**src/rtl/freq_pkg.sv**
```systemverilog
package freq_pkg;
  typedef enum logic [2:0] {
    ST_IDLE,
    ST_ARMED,
    ST_RUN_PRE,
    ST_RUN_POST,
    ST_DONE
  } gateState_t;

  typedef struct packed {
    logic clear;
    logic run;
    logic capture;
  } dpCtrl_t;
endpackage

```
**src/rtl/freq_edge_sync.sv**
```systemverilog
module freq_edge_sync #(
  parameter int STAGES = 2
) (
  input  logic clk,
  input  logic rstN,
  input  logic sigIn,
  output logic riseEv,
  output logic fallEv
);
  localparam int LAST = STAGES;
  logic [LAST:0] pipe;

  always_ff @(posedge clk or negedge rstN) begin
    if (!rstN) pipe <= '0;
    else       pipe <= {pipe[LAST-1:0], sigIn};
  end

  assign riseEv = pipe[LAST-1] & ~pipe[LAST];
  assign fallEv = ~pipe[LAST-1] & pipe[LAST];
endmodule

```
**src/rtl/freq_datapath.sv**
```systemverilog
module freq_datapath
  import freq_pkg::*;
#(
  parameter int REF_W = 24,
  parameter int IN_W  = 24
) (
  input  logic             clk,
  input  logic             rstN,
  input  dpCtrl_t          ctl,
  input  logic             riseEv,
  output logic             refWrap,
  output logic             inWrap,
  output logic [REF_W-1:0] refCap,
  output logic [IN_W-1:0]  inCap
);
  logic [REF_W-1:0] refCnt, refNext;
  logic [IN_W-1:0]  inCnt, inNext;

  assign refNext = refCnt + 1'b1;
  assign inNext  = inCnt + {{(IN_W-1){1'b0}}, riseEv};
  assign refWrap = ctl.run & (&refCnt);
  assign inWrap  = ctl.run & riseEv & (&inCnt);

  always_ff @(posedge clk or negedge rstN) begin
    if (!rstN) begin
      refCnt <= '0;
      inCnt  <= '0;
      refCap <= '0;
      inCap  <= '0;
    end else if (ctl.clear) begin
      refCnt <= '0;
      inCnt  <= '0;
      refCap <= '0;
      inCap  <= '0;
    end else begin
      if (ctl.run) begin
        refCnt <= refNext;
        inCnt  <= inNext;
      end
      if (ctl.capture) begin
        refCap <= refNext;
        inCap  <= inNext;
      end
    end
  end
endmodule

```
**src/rtl/freq_ctrl.sv**
```systemverilog
module freq_ctrl
  import freq_pkg::*;
(
  input  logic    clk,
  input  logic    rstN,
  input  logic    arm,
  input  logic    fallEv,
  input  logic    refWrap,
  input  logic    inWrap,
  output dpCtrl_t ctl,
  output logic    done,
  output logic    refOvf,
  output logic    tooFast
);
  gateState_t state;
  logic running;

  assign running     = (state == ST_RUN_PRE) || (state == ST_RUN_POST);
  assign ctl.clear   = arm;
  assign ctl.run     = !arm && running;
  assign ctl.capture = !arm && (state == ST_RUN_POST) && fallEv;

  always_ff @(posedge clk or negedge rstN) begin
    if (!rstN) begin
      state   <= ST_IDLE;
      done    <= 1'b0;
      refOvf  <= 1'b0;
      tooFast <= 1'b0;
    end else if (arm) begin
      state   <= ST_ARMED;
      done    <= 1'b0;
      refOvf  <= 1'b0;
      tooFast <= 1'b0;
    end else begin
      if (inWrap) tooFast <= 1'b1;
      unique case (state)
        ST_ARMED:    if (fallEv) state <= ST_RUN_PRE;
        ST_RUN_PRE:  if (refWrap) begin
                       state  <= ST_RUN_POST;
                       refOvf <= 1'b1;
                     end
        ST_RUN_POST: if (fallEv) begin
                       state <= ST_DONE;
                       done  <= 1'b1;
                     end
        default:     state <= state;
      endcase
    end
  end
endmodule

```
**src/rtl/freq_reciprocal_counter.sv**
```systemverilog
module freq_reciprocal_counter
  import freq_pkg::*;
#(
  parameter int REF_W       = 24,
  parameter int IN_W        = 24,
  parameter int SYNC_STAGES = 2
) (
  input  logic             clk,
  input  logic             rstN,
  input  logic             arm,
  input  logic             sigIn,
  output logic             done,
  output logic             refOvf,
  output logic             tooFast,
  output logic [REF_W-1:0] refCount,
  output logic [IN_W-1:0]  inCount
);
  dpCtrl_t ctl;
  logic riseEv, fallEv, refWrap, inWrap;

  freq_edge_sync #(.STAGES(SYNC_STAGES)) uSync (
    .clk(clk), .rstN(rstN), .sigIn(sigIn), .riseEv(riseEv), .fallEv(fallEv)
  );

  freq_ctrl uCtrl (
    .clk(clk), .rstN(rstN), .arm(arm), .fallEv(fallEv), .refWrap(refWrap),
    .inWrap(inWrap), .ctl(ctl), .done(done), .refOvf(refOvf), .tooFast(tooFast)
  );

  freq_datapath #(.REF_W(REF_W), .IN_W(IN_W)) uDp (
    .clk(clk), .rstN(rstN), .ctl(ctl), .riseEv(riseEv), .refWrap(refWrap),
    .inWrap(inWrap), .refCap(refCount), .inCap(inCount)
  );
endmodule

```
**config.mk**
```make
export PLATFORM = sky130hd
export DESIGN_NAME = freq_reciprocal_counter
export DESIGN_NICKNAME = d
export VERILOG_FILES = /design/src/rtl/freq_pkg.sv /design/src/rtl/freq_edge_sync.sv /design/src/rtl/freq_datapath.sv /design/src/rtl/freq_ctrl.sv /design/src/rtl/freq_reciprocal_counter.sv
export SDC_FILE = /design/constraint.sdc
export NUM_CORES = 1
export LEC_CHECK = 0
export BUFFER_PORTS_ARGS = -buffer_cell sky130_fd_sc_hd__buf_2
export CAP_MARGIN = 40
export CORE_MARGIN = 8
export CORE_UTILIZATION = 59
export DETAILED_ROUTE_END_ITERATION = 6
export PLACE_DENSITY = 0.8
export SYNTH_ARGS = -nofsm -noshare
export SYNTH_HDL_FRONTEND = slang
export SYNTH_HIERARCHICAL = 1
export SYNTH_SLANG_ARGS = --single-unit
```
**constraint.sdc**
```tcl
create_clock -name clk -period 2.7 [get_ports clk]
set_input_delay 0.27 -clock clk [delete_from_list [all_inputs] [get_ports clk]]
set_output_delay 0.27 -clock clk [all_outputs]
set_load 0.005 [all_outputs]
```
* Word-level counts from Yosys, hierarchy flattened *
Index checks and enable logic that the tools add are counted.

word-level totals
  flip-flop bits (word level) = 105
  logic and storage cells = 63
  input port bits = 4

cells by class
  bitwise gates (word level) = 7
  reductions and logical operators = 18
  equal/unequal tests = 6
  $add $sub $neg = 2
  muxes and demuxes = 21

operators with widths
  operator               count
  $mux 24                8
  $reduce_and 24->1      2
  $add 24x1->24          1
  $add 24x1->24 const B  1
  $reduce_bool 2->1      7
  $mux 3                 4
  $pmux 3 s3             1
  $mux 1                 8
  $eq 3x2->1 const B     2
  $ne 3x2->1 const B     2
  $and 1x1->1            5
  $reduce_and 2->1       2
  $reduce_and 4->1       1
  $reduce_bool 4->1      1
  $eq 3x1->1 const B     1
  $logic_and 1x1->1      3
  $ne 3x3->1 const B     1
  $not 1->1              2
  $logic_not 1->1        1
  $logic_or 1x1->1       1

* Logic depth before layout (Yosys ltp) *
  depth after elaboration = 7
  mapped depth = 8
  gate-level depth less buffers = 7

* Hierarchy *
Netlist, hierarchy kept.

by module, submodules not included
  module          instances  area each (um2)  cells an instance
  freq_datapath   1          5166.2           549
  freq_ctrl       1          289.0            29
  freq_edge_sync  1          90.1             5

* Least setup slack after synthesis *
No wires, ideal clock.

  path type = reg2reg
  start = register uSync.pipe[2]
  end = register uDp.inCap[18]
  setup slack = 0.349 ns
  setup time = 0.099 ns
  arrival = 2.252 ns
  cell stages (with the launch flop) = 8
  path buffers = 0
  data required time = 2.601 ns
  cells stage by stage = dfrtp_1 -> nor2b_1 -> ha_1 -> ha_1 -> nand4_1 -> or4_2 -> or3_1 -> a311oi_1

on the way
  cells in the longest elaborated chain, start to end = 5

ends and longest elaborated chain
  element                 line                           source
  from (decl)             freq_edge_sync.sv:11           logic [LAST:0] pipe;
  from (signal assigned)  freq_edge_sync.sv:15           else pipe <= {pipe[LAST-1:0], sigIn};
  $not 1->1               freq_edge_sync.sv:18           assign riseEv = pipe[LAST-1] & ~pipe[LAST];
  $and 1x1->1             freq_edge_sync.sv:18
  via riseEv              freq_reciprocal_counter.sv:19  logic riseEv, fallEv, refWrap, inWrap;
  $add 24x1->24           freq_datapath.sv:20            assign inNext = inCnt + {{(IN_W-1){1'b0}}, riseEv};
  $mux 24                 freq_datapath.sv:40            if (ctl.capture) begin
  $mux 24                 freq_datapath.sv:30            end else if (ctl.clear) begin
  to (signal assigned)    freq_datapath.sv:42            inCap <= inNext;
  to (decl)               freq_datapath.sv:14            output logic [IN_W-1:0] inCap

The timed path passes the listed nets, and every way through them passes these cells. The select of a mux whose other input is x is not followed.
A chain may end at the register's enable or synchronous reset.

* Worst setup path in the final report *
Ends and elaborated chain as after synthesis.

==> results.cfg <==
[run_status]
status = complete, no violations

[worst_setup_path]
r2r_cells = 7
slowest_delay_ns = 0.61
worst-path-stages = 7
path_class = register to register
critical_path.top_delay_family = simple AND/OR/NAND/NOR gates
path_cells = nor2b_1 -> ha_1 -> ha_2 -> nand4_1 -> or4_2 -> or3_1 -> a311oi_1
crit-reg2reg-launch = uSync/pipe[2]
crit_start = uSync/pipe[2]
reg2reg_slack_ns = 0.20
worstPathArrival_ns = 2.76
critPathSlowestCell = or4_2
endpoint = uDp/inCap[18]
reg2reg_to = uDp/inCap[18]
cp-start-kind = register
required_ns = 2.96
cp-end-kind = register
crit_fanout = 6
path_buf_inv = 0

[timing]
fin_crit_sh_pct = 92.7
setup_tns_ns = 0
max_slew_margin_pct = 58.8
maxSlewViolCount = 0
max_freq_mhz = 400
tightestPinTransition_ns = 0.618
rsz0062_at_grt = no
skew_ns = 0.0134
period_needed_ns = 2.50
hold_viol_final = 0
whs_ns = 0.0554
setup_viol = 0

[finish]
n_fill_cell = 743
area_growth_pct = 9.27
final_nets = 621
mostFrequentLayoutCells = dfrtp_1 (105), nor2_1 (81), buf_2 (53)
fin_util_pct = 65.9
n_antenna_cell = 0
fin_cells = 730
drive_gt1_share_pct = 17.0
layout_commonest_cell = dfrtp_1

[clock_network]
cts_tree = yes
h-tree-depth = 3
cts-root-buf = clkbuf_8
cts_made_buffers = 9
clock_latency_ns = 0.36
clk_path_buf_depth = 2
cts.sinks = 105
cts_setup_buffers = 0
clkTransAtPathRegs_ns = 0.09

[detailed_routing]
via_count = 4613
routed_wl_um = 12800
route.detailed.drc = 0
drt_pre_antenna_iters = 5
wl_per_cell_um = 17.6
vias_per_cell = 6.32
ant_nets = 0
drtIter0Drc = 310

[floorplan]
io_pins = 55
fp.dieH_um = 113
start_util_pct = 60.3
die_x_um = 113
coreArea_um2 = 9200
rows = 35
dieArea_um2 = 12800

[logic_synthesis]
synth-simple-area-share_pct = 24.1
synth-xor-area-share_pct = 6.16
synthMuxAreaShare_pct = 1.96
yosysSeqAreaShare_pct = 47.4
ys_seq_elements = 105
synth_cell_types = 53
synth_area_um2 = 5550
synth_compound_area_share_pct = 14.4
synth_top_family_by_area = simple AND/OR/NAND/NOR gates
synth_top_cell_area_share_pct = 47.4
synth_cells = 583
synth_fa_ha_area_share_pct = 0.677
synth_nets = 590
synth_area_leaders = dfrtp_1 (47%), nor2_1 (5.5%), xor2_1 (3.8%)
yosysTopAreaCell = dfrtp_1
syn_avg_cell_area_um2 = 9.51
ys_warn_count = 6

[global_routing]
groute.usage.overall_pct = 20.4
grt_max_degree = 75
grt_pass1_wl_um = 21700
antenna_found_initial = 0
first_global_vias = 4442
overflow = 0

[pwr]
p_int_w = 0.00197
peakVddDrop_uv = 276
power_frac_comb_pct = 5.3
clkPwrFrac_pct = 34.1
p_sw_w = 0.000670
cellLeakagePower_nw = 2.42
p_sw_share_pct = 25.4
power_density_nw_per_um2 = 436
total_power_w = 0.00264
p_seq_share_pct = 60.6

[min_path]
holdPathStages = 1
holdCritStartpoint = sigIn
min_path_type = input port to register

[placed_design]
gp_congestion = 0.840
dp_cells = 713
dpl.hpwl_um = 8550
portBuffers = 54

[job]
maxCapViolCount = 0
## power by group through the flow
| stage | Sequential [W] | Combinational (W) | Clock (W) |
|---|---|---|---|
| floorplan | 0.00163 | 0.0000697 | 0 |
| global placement | 0.00163 | 0.000134 | 0 |
| detailed placement | 0.00163 | 0.000142 | 0 |
| CTS | 0.00160 | 0.000143 | 0.000919 |
| global route | 0.00161 | 0.000158 | 0.000995 |
| finish | 0.00160 | 0.000140 | 0.000902 |
## per-layer routing
metal	GRT usage (%)	routed length [um]	vias up
li1	-	-	2195
met1	25.6	5510	2268
met2	34.2	6430	133
met3	4.15	633	17
met4	7.55	242	0
met5	0	0	-
## how the worst min path moves through the flow
stage                                end
after global routing       uSync/pipe[0]
final                      uSync/pipe[0]
after CTS                  uSync/pipe[0]
after global placement        uCtrl/done
after floorplan               uCtrl/done
after detailed placement  uCtrl/state[1]
## through the flow
step,instance area [um^2],worst slack [ns]
finish,6060,0.197
global route,6060,0.0179
CTS,6060,0.155
detailed placement,5870,0.180
global placement,5850,0.281
floorplan,5550,0.349
## registers in the layout, summed over array words and instances (netlist names)
register / count
uCtrl/done: 1
uCtrl/refOvf: 1
uCtrl/state: 3
uCtrl/tooFast: 1
uDp/inCap: 24
uDp/inCnt: 24
uDp/refCap: 24
uDp/refCnt: 24
uSync/pipe: 3
## kinds of logic (layout without fill, tap and decap cells)
group | count (synthesis) | count (layout)
AND/OR/NAND/NOR | 249 | 249
AO/OA/AOI/OAI | 116 | 116
flip-flops | 105 | 105
buffers and inverters | 61 | 97
XOR/XNOR | 39 | 39
multiplexers | 10 | 10
adder cells (fa/ha/maj) | 3 | 3
## cell type report
class | count | area, um^2 | share of cell area (%)
clock buffer | 9 | 124 | 2.04
clock inverter | 7 | 53.8 | 0.888
inverter | 9 | 33.8 | 0.558
multi-input combinational | 417 | 2630 | 43.5
sequential | 105 | 2630 | 43.4
tap | 111 | 139 | 2.29
timing repair buffer | 72 | 448 | 7.39
## cell usage after synthesis, drive strengths merged
| cell type | instances |
|---|---|
| or4 | 24 |
| or2b | 1 |
| a21oi | 25 |
| and2b | 1 |
| a211oi | 21 |
| buf | 15 |
| and4 | 5 |
| a31o | 1 |
| clkbuf | 37 |
| o21ba | 2 |
| nand4bb | 1 |
| o41ai | 1 |
| ha | 3 |
| nand2 | 26 |
| a32o | 1 |
| o311a | 1 |
| or4b | 1 |
| nor2b | 5 |
| xnor2 | 15 |
| a311oi | 20 |
| nand4b | 2 |
| mux2 | 4 |
| nor4 | 13 |
| dfrtp | 105 |
| nor2 | 81 |
| a31oi | 1 |
| o31ai | 20 |
| inv | 9 |
| o21ai | 20 |
| mux2i | 6 |
| and3 | 8 |
| nand3b | 1 |
| and2 | 2 |
| a2111oi | 1 |
| o31a | 2 |
| nor3 | 8 |
| or3 | 21 |
| xor2 | 24 |
| nand2b | 1 |
| nand3 | 27 |
| nand4 | 21 |
## repair_timing
item | 4_1_cts | 5_1_grt
hold buffers | 1 | 0
gates resized for setup | 0 | 1
setup endpoints to repair | 0 | 1
hold endpoints to repair | 31 | 0
Note: power is estimated with default switching activity, not from simulation.
